==> src/rtl/txhdr_pkg.sv <==
package txhdr_pkg;

    localparam int QW         = 32;
    localparam int HALF_W     = QW / 2;
    localparam int NODE_W     = 6;
    localparam int BUS_W      = 10;
    localparam int SPD_W      = 2;
    localparam int TCODE_W    = 4;
    localparam int SPD_LSB    = 16;
    localparam int TCODE_LSB  = 4;
    localparam int REMOTE_BIT = 23;

    localparam logic [TCODE_W-1:0] TCODE_PHY_DEF = 4'hE;
    localparam logic [BUS_W-1:0]   LOCAL_BUS_DEF = '1;

    typedef logic [QW-1:0]     quad_t;
    typedef logic [HALF_W-1:0] half_t;

    typedef enum logic [2:0] {
        ST_IDLE     = 3'd0,
        ST_SECOND   = 3'd1,
        ST_EMIT_DST = 3'd2,
        ST_EMIT_SRC = 3'd3,
        ST_PAYLOAD  = 3'd4,
        ST_PHY      = 3'd5,
        ST_DRAIN    = 3'd6
    } cv_state_e;

    typedef struct packed {
        logic [SPD_W-1:0] speed;
        logic             remote_bus;
        half_t            low_half;
    } lead_info_t;

    typedef struct packed {
        half_t dst_id;
        half_t offs_hi;
        logic  last;
    } second_info_t;

    function automatic lead_info_t parse_lead(input quad_t q);
        lead_info_t r;
        r.speed      = q[SPD_LSB +: SPD_W];
        r.remote_bus = q[REMOTE_BIT];
        r.low_half   = q[HALF_W-1:0];
        return r;
    endfunction

    function automatic second_info_t parse_second(input quad_t q, input logic last);
        second_info_t r;
        r.dst_id  = q[QW-1:HALF_W];
        r.offs_hi = q[HALF_W-1:0];
        r.last    = last;
        return r;
    endfunction

    function automatic logic lead_is_phy(input quad_t q, input logic [TCODE_W-1:0] phy_code);
        return q[TCODE_LSB +: TCODE_W] == phy_code;
    endfunction

    function automatic half_t make_src_id(input logic remote,
                                          input logic [BUS_W-1:0] cfg_bus,
                                          input logic [BUS_W-1:0] local_bus,
                                          input logic [NODE_W-1:0] node);
        logic [BUS_W-1:0] bus_sel;
        bus_sel = remote ? cfg_bus : local_bus;
        return {bus_sel, node};
    endfunction

endpackage

==> src/rtl/txhdr_ctrl.sv <==
module txhdr_ctrl
    import txhdr_pkg::*;
(
    input  logic      clk,
    input  logic      rst,
    input  logic      in_valid,
    input  logic      in_sop,
    input  logic      in_eop,
    input  logic      out_ready,
    input  logic      lead_phy,
    input  logic      sec_last,
    output cv_state_e state_q,
    output logic      phy_idx_q,
    output logic      in_ready,
    output logic      out_valid,
    output logic      cap_lead,
    output logic      cap_second
);

    cv_state_e state_d;
    logic      phy_idx_d;
    logic      pass_fire;

    assign pass_fire = in_valid && out_ready;

    always_comb begin
        state_d    = state_q;
        phy_idx_d  = phy_idx_q;
        in_ready   = 1'b0;
        out_valid  = 1'b0;
        cap_lead   = 1'b0;
        cap_second = 1'b0;
        unique case (state_q)
            ST_IDLE: begin
                in_ready = 1'b1;
                if (in_valid && in_sop) begin
                    cap_lead = 1'b1;
                    if (in_eop) begin
                        state_d = ST_IDLE;
                    end else if (lead_phy) begin
                        state_d   = ST_PHY;
                        phy_idx_d = 1'b0;
                    end else begin
                        state_d = ST_SECOND;
                    end
                end
            end
            ST_SECOND: begin
                in_ready = 1'b1;
                if (in_valid) begin
                    cap_second = 1'b1;
                    state_d    = ST_EMIT_DST;
                end
            end
            ST_EMIT_DST: begin
                out_valid = 1'b1;
                if (out_ready) state_d = ST_EMIT_SRC;
            end
            ST_EMIT_SRC: begin
                out_valid = 1'b1;
                if (out_ready) state_d = sec_last ? ST_IDLE : ST_PAYLOAD;
            end
            ST_PAYLOAD: begin
                in_ready  = out_ready;
                out_valid = in_valid;
                if (pass_fire && in_eop) state_d = ST_IDLE;
            end
            ST_PHY: begin
                in_ready  = out_ready;
                out_valid = in_valid;
                if (pass_fire) begin
                    if (in_eop)         state_d = ST_IDLE;
                    else if (phy_idx_q) state_d = ST_DRAIN;
                    else                phy_idx_d = 1'b1;
                end
            end
            ST_DRAIN: begin
                in_ready = 1'b1;
                if (in_valid && in_eop) state_d = ST_IDLE;
            end
            default: state_d = ST_IDLE;
        endcase
    end

    always_ff @(posedge clk) begin
        if (rst) begin
            state_q   <= ST_IDLE;
            phy_idx_q <= 1'b0;
        end else begin
            state_q   <= state_d;
            phy_idx_q <= phy_idx_d;
        end
    end

endmodule

==> src/rtl/txhdr_hold_regs.sv <==
module txhdr_hold_regs
    import txhdr_pkg::*;
(
    input  logic         clk,
    input  logic         rst,
    input  logic         cap_lead,
    input  logic         cap_second,
    input  quad_t        in_data,
    input  logic         in_eop,
    output lead_info_t   lead_q,
    output second_info_t sec_q
);

    always_ff @(posedge clk) begin
        if (rst) begin
            lead_q <= '0;
            sec_q  <= '0;
        end else begin
            if (cap_lead)   lead_q <= parse_lead(in_data);
            if (cap_second) sec_q  <= parse_second(in_data, in_eop);
        end
    end

endmodule

==> src/rtl/txhdr_word_build.sv <==
module txhdr_word_build
    import txhdr_pkg::*;
#(
    parameter logic [BUS_W-1:0] LOCAL_BUS = LOCAL_BUS_DEF
) (
    input  cv_state_e          state_q,
    input  logic               phy_idx_q,
    input  lead_info_t         lead_q,
    input  second_info_t       sec_q,
    input  quad_t              in_data,
    input  logic               in_eop,
    input  logic [BUS_W-1:0]   bus_num,
    input  logic [NODE_W-1:0]  node_num,
    output quad_t              out_data,
    output logic               out_sop,
    output logic               out_eop
);

    half_t src_id;

    assign src_id = make_src_id(lead_q.remote_bus, bus_num, LOCAL_BUS, node_num);

    always_comb begin
        out_data = '0;
        out_sop  = 1'b0;
        out_eop  = 1'b0;
        unique case (state_q)
            ST_EMIT_DST: begin
                out_data = {sec_q.dst_id, lead_q.low_half};
                out_sop  = 1'b1;
            end
            ST_EMIT_SRC: begin
                out_data = {src_id, sec_q.offs_hi};
                out_eop  = sec_q.last;
            end
            ST_PAYLOAD: begin
                out_data = in_data;
                out_eop  = in_eop;
            end
            ST_PHY: begin
                out_data = in_data;
                out_sop  = !phy_idx_q;
                out_eop  = phy_idx_q || in_eop;
            end
            default: begin
                out_data = '0;
            end
        endcase
    end

endmodule

==> src/rtl/txhdr_conv.sv <==
module txhdr_conv
    import txhdr_pkg::*;
#(
    parameter logic [TCODE_W-1:0] PHY_TCODE = TCODE_PHY_DEF,
    parameter logic [BUS_W-1:0]   LOCAL_BUS = LOCAL_BUS_DEF
) (
    input  logic              clk,
    input  logic              rst,
    input  logic [NODE_W-1:0] node_num,
    input  logic [BUS_W-1:0]  bus_num,
    input  logic              in_valid,
    output logic              in_ready,
    input  logic [QW-1:0]     in_data,
    input  logic              in_sop,
    input  logic              in_eop,
    output logic              out_valid,
    input  logic              out_ready,
    output logic [QW-1:0]     out_data,
    output logic              out_sop,
    output logic              out_eop,
    output logic [SPD_W-1:0]  out_speed
);

    cv_state_e    state_q;
    logic         phy_idx_q;
    logic         cap_lead;
    logic         cap_second;
    logic         lead_phy;
    lead_info_t   lead_q;
    second_info_t sec_q;

    assign lead_phy = lead_is_phy(in_data, PHY_TCODE);

    txhdr_ctrl u_ctrl (
        .clk        (clk),
        .rst        (rst),
        .in_valid   (in_valid),
        .in_sop     (in_sop),
        .in_eop     (in_eop),
        .out_ready  (out_ready),
        .lead_phy   (lead_phy),
        .sec_last   (sec_q.last),
        .state_q    (state_q),
        .phy_idx_q  (phy_idx_q),
        .in_ready   (in_ready),
        .out_valid  (out_valid),
        .cap_lead   (cap_lead),
        .cap_second (cap_second)
    );

    txhdr_hold_regs u_hold (
        .clk        (clk),
        .rst        (rst),
        .cap_lead   (cap_lead),
        .cap_second (cap_second),
        .in_data    (in_data),
        .in_eop     (in_eop),
        .lead_q     (lead_q),
        .sec_q      (sec_q)
    );

    txhdr_word_build #(
        .LOCAL_BUS (LOCAL_BUS)
    ) u_build (
        .state_q   (state_q),
        .phy_idx_q (phy_idx_q),
        .lead_q    (lead_q),
        .sec_q     (sec_q),
        .in_data   (in_data),
        .in_eop    (in_eop),
        .bus_num   (bus_num),
        .node_num  (node_num),
        .out_data  (out_data),
        .out_sop   (out_sop),
        .out_eop   (out_eop)
    );

    assign out_speed = lead_q.speed;

endmodule

==> config.mk <==
export PLATFORM = sky130hd
export DESIGN_NAME = txhdr_conv
export DESIGN_NICKNAME = d
export VERILOG_FILES = /design/src/rtl/txhdr_pkg.sv /design/src/rtl/txhdr_ctrl.sv /design/src/rtl/txhdr_hold_regs.sv /design/src/rtl/txhdr_word_build.sv /design/src/rtl/txhdr_conv.sv
export SDC_FILE = /design/constraint.sdc
export NUM_CORES = 1
export LEC_CHECK = 0
export ABC_AREA = 0
export BUFFER_PORTS_ARGS = -buffer_cell sky130_fd_sc_hd__buf_2
export CAP_MARGIN = 20
export CORE_AREA = 5 5 105 82
export CTS_BUF_LIST = sky130_fd_sc_hd__clkbuf_4 sky130_fd_sc_hd__clkbuf_8
export DETAILED_ROUTE_END_ITERATION = 6
export DIE_AREA = 0 0 110 87
export GPL_TIMING_DRIVEN = 0
export PLACE_DENSITY = 0.66
export SYNTH_ARGS = -nofsm -noshare
export SYNTH_HDL_FRONTEND = slang
export SYNTH_SLANG_ARGS = --single-unit
==> constraint.sdc <==
create_clock -name clk -period 2.15 [get_ports clk]
set_input_delay 0.1075 -clock clk [delete_from_list [all_inputs] [get_ports clk]]
set_output_delay 0.1075 -clock clk [all_outputs]
set_load 0.03 [all_outputs]
==> impl_results.md <==
* Antenna violations before repair at 0
* Seq cells post-synth at 56
* Final nets at 551
* Maximum Capacitance Violations at 0
* Via count at 3,119
* Sequential area share after synthesis at 38.8%
* Fmax at 472 MHz
* All-Layer GR Usage at 19.5%
* GP Congestion at 0.858
* Endpoints failing setup at 0
* Routed wire per std cell at 15.4 µm
* Mapped Area at 2890 µm²
* Post-route minimum period at 2120 ps
* Most common cell in the netlist: nand2_1
* Worst Path Arrival at approximately 2000 ps
* Core Util, Final at a little under half
* Post-DRT Antenna Nets at 0
* VDD IR max at 0.514 mV
* Crit end category: primary output
* Asr flop ratio synth at 0%
* Pre-CTS setup slack at 202 ps
* Startpoint Class: flop
* Total CTS buffers at 5
* Synth Warn # at 0
* Worst setup margin at about 33 ps
* RSZ-0062 raised after global routing: yes
* Static Leakage at 1.41 nW
* Filler cell count at between 800 and 900
* DRT iter0 DRCs at 223
* Clock sink count at 56
* Root Driver: clkbuf_8
* First-pass GRT wire length at 14.6 mm
* Syn Inst Count at between 400 and 500
* Synth top cells by count: 141 x nand2_1, 57 x a21oi_1, 56 x dfxtp_1, 33 x o21ai_0, 22 x mux2i_1
* Number of flops mapped to enable cells by yosys at 0
* Int Pwr at 0.00185 W
* IO buf count at 89
* Final wirelength at 9.32 mm
* Final period util at a little over nine tenths
* Worst EP required at 2040 ps
* P&R area growth vs syn at 23.9%
* Layout cells sized above 1 at 25.3%
* N_diodes at 0
* Actual slew at the worst max-slew pin at just over 700 ps
* FP Rows at 28
* Pin count of the biggest net entering global routing at 18
* Outcome: complete, no violations
* Worst slew margin at 51.7%
* Boundary Pins at 92
* Final Hold Fails at 0
* Via/cell ratio at 5.17
* DIE HEIGHT at 87 µm
* Clock Skews at 7.40 ps
* Sequential cell area at around 1100 µm²
* Post-DP HPWL at 6.71 mm
* Combinational share of power at about two fifths
* Post-CTS Setup Repair Bufs at 0
* Worst-path clk slew at 100 ps
* Residual DRC at 0
* Post-synthesis area per instance at 7.20 µm²
* Placed insts at 595
* Reg power frac at 39.0%
* CTS Hold Bufs at 0
* Htree depth at 2
* R2R setup slack at 320 ps
* Later-pin clock latency in the skew report at 310 ps
* TritonCTS clock tree: yes
* NetSw at 0.00124 W
* Largest area contributor in the netlist: dfxtp_1
* Clock buffer depth at 2
* Die width at 110 µm
* Pwr per Cell Area at 864 nW/µm²
* Area of the multi-input gates at 1580 µm²
* Synth Net Count at around 460
* Congestion Overflow GR at 0
* Synth top area cells: dfxtp_1 39%, nand2_1 18%, a21oi_1 9.9%
* Initial Utilization at 38.0%
* Yosys cell types at 37
* Worst hold slack at 32.7 ps
* HP Class: in -> reg
* Slew Limit Fails at 0
* Total Neg Setup Slack at 0 ps
* PostCTS Resize Cnt at 4
* Vias in the first global route at 3,013
* Main synth FF type: dfxtp_1
* Drt first pass iters at 4
* Worst Path Max Fanout at 10
* Core area at 7600 µm²
* Layout Cells excl Fill at around 600
* Clock power share at 20.3%
* Top-area cell type share of the netlist area at 38.8%
* Switching portion of total power at about two fifths
* WS Path Type: reg -> out
* Die footprint at 9570 µm²
==> routing by layer <==
layer / up-vias / routed length (µm) / GRT usage, %
met5: - / 0 / 0
met4: 0 / 55 / 4.42
met3: 4 / 819 / 3.93
met2: 124 / 4250 / 32.0
met1: 1438 / 4200 / 26.3
li1: 1553 / - / -
==> flip-flops by register name (all words and copies together) (netlist names) <==
name,count
u_hold.lead_q,19
u_hold.sec_q,33
u_ctrl.state_q,3
u_ctrl.phy_idx_q,1
==> final timing paths <==
| path | end | start | cells past startpoint |
|---|---|---|---|
| setup reg to reg | u_hold.lead_q[14] | u_ctrl.state_q[2] | 6 |
| hold reg to reg | u_hold.sec_q[11] | u_hold.sec_q[11] | 2 |
| setup / recovery | out_eop | u_ctrl.state_q[0] | 6 |
| hold / removal | u_hold.sec_q[25] | in_data[24] | 3 |
==> final cells by class <==
type	instances	area share [%]
multi-input combinational	305	44.1
sequential	56	31.4
timing repair buffer	89	12.5
buffer	35	5.21
tap	105	3.67
clock buffer	6	2.31
inverter	5	0.525
clock inverter	2	0.385
==> stage by stage <==
stage | area, µm² | power (W)
after CTS | 3570 | 0.00309
after global placement | 3460 | 0.00244
after detailed placement | 3460 | 0.00247
after floorplan | 2890 | 0.00208
after global routing | 3580 | 0.00327
final | 3580 | 0.00309
==> critical path, cell delays in order (launching register included) <==
cell	delay, ps
dfxtp_1	400
buf_4	200
clkbuf_4	260
buf_4	220
a21oi_1	100
o22ai_1	250
buf_2	260
==> kinds of logic (layout without fill, tap and decap cells) <==
kind of cell	count (synthesis)	after routing	share of synthesized area, %
and+or+nand+nor	163	163	23.5
AOI/OAI and AO/OA	117	117	22.3
DFF	56	56	38.8
buffers and inverters	40	137	6.63
muxes	24	24	8.41
xor gates and xnor gates	1	1	0.303
==> power by group through the flow <==
stage | Combinational (W) | Clock [W] | Sequential (W)
global placement | 0.00121 | 0 | 0.00122
floorplan | 0.000870 | 0 | 0.00121
detailed placement | 0.00124 | 0 | 0.00123
CTS | 0.00125 | 0.000639 | 0.00120
finish | 0.00125 | 0.000628 | 0.00121
global route | 0.00138 | 0.000674 | 0.00122
==> placed cells by master, fill, tap and decap left out, types with 2 or more instances in the layout <==
master and instances:
nor2b_1 5, inv_1 5, mux2_2 2, a31oi_1 2
nand3b_1 2, clkbuf_2 6, o21ai_0 33, buf_4 4
a21o_1 2, dfxtp_1 56, mux2i_1 22, nor4_2 2
clkbuf_8 6, o211ai_1 2, nor2_1 3, nand3_1 2
o22ai_1 12, buf_6 2, a2111oi_0 2, buf_2 100
clkbuf_1 11, a21oi_1 57, nand2_1 140
Note: power is estimated with default switching activity, not from simulation.
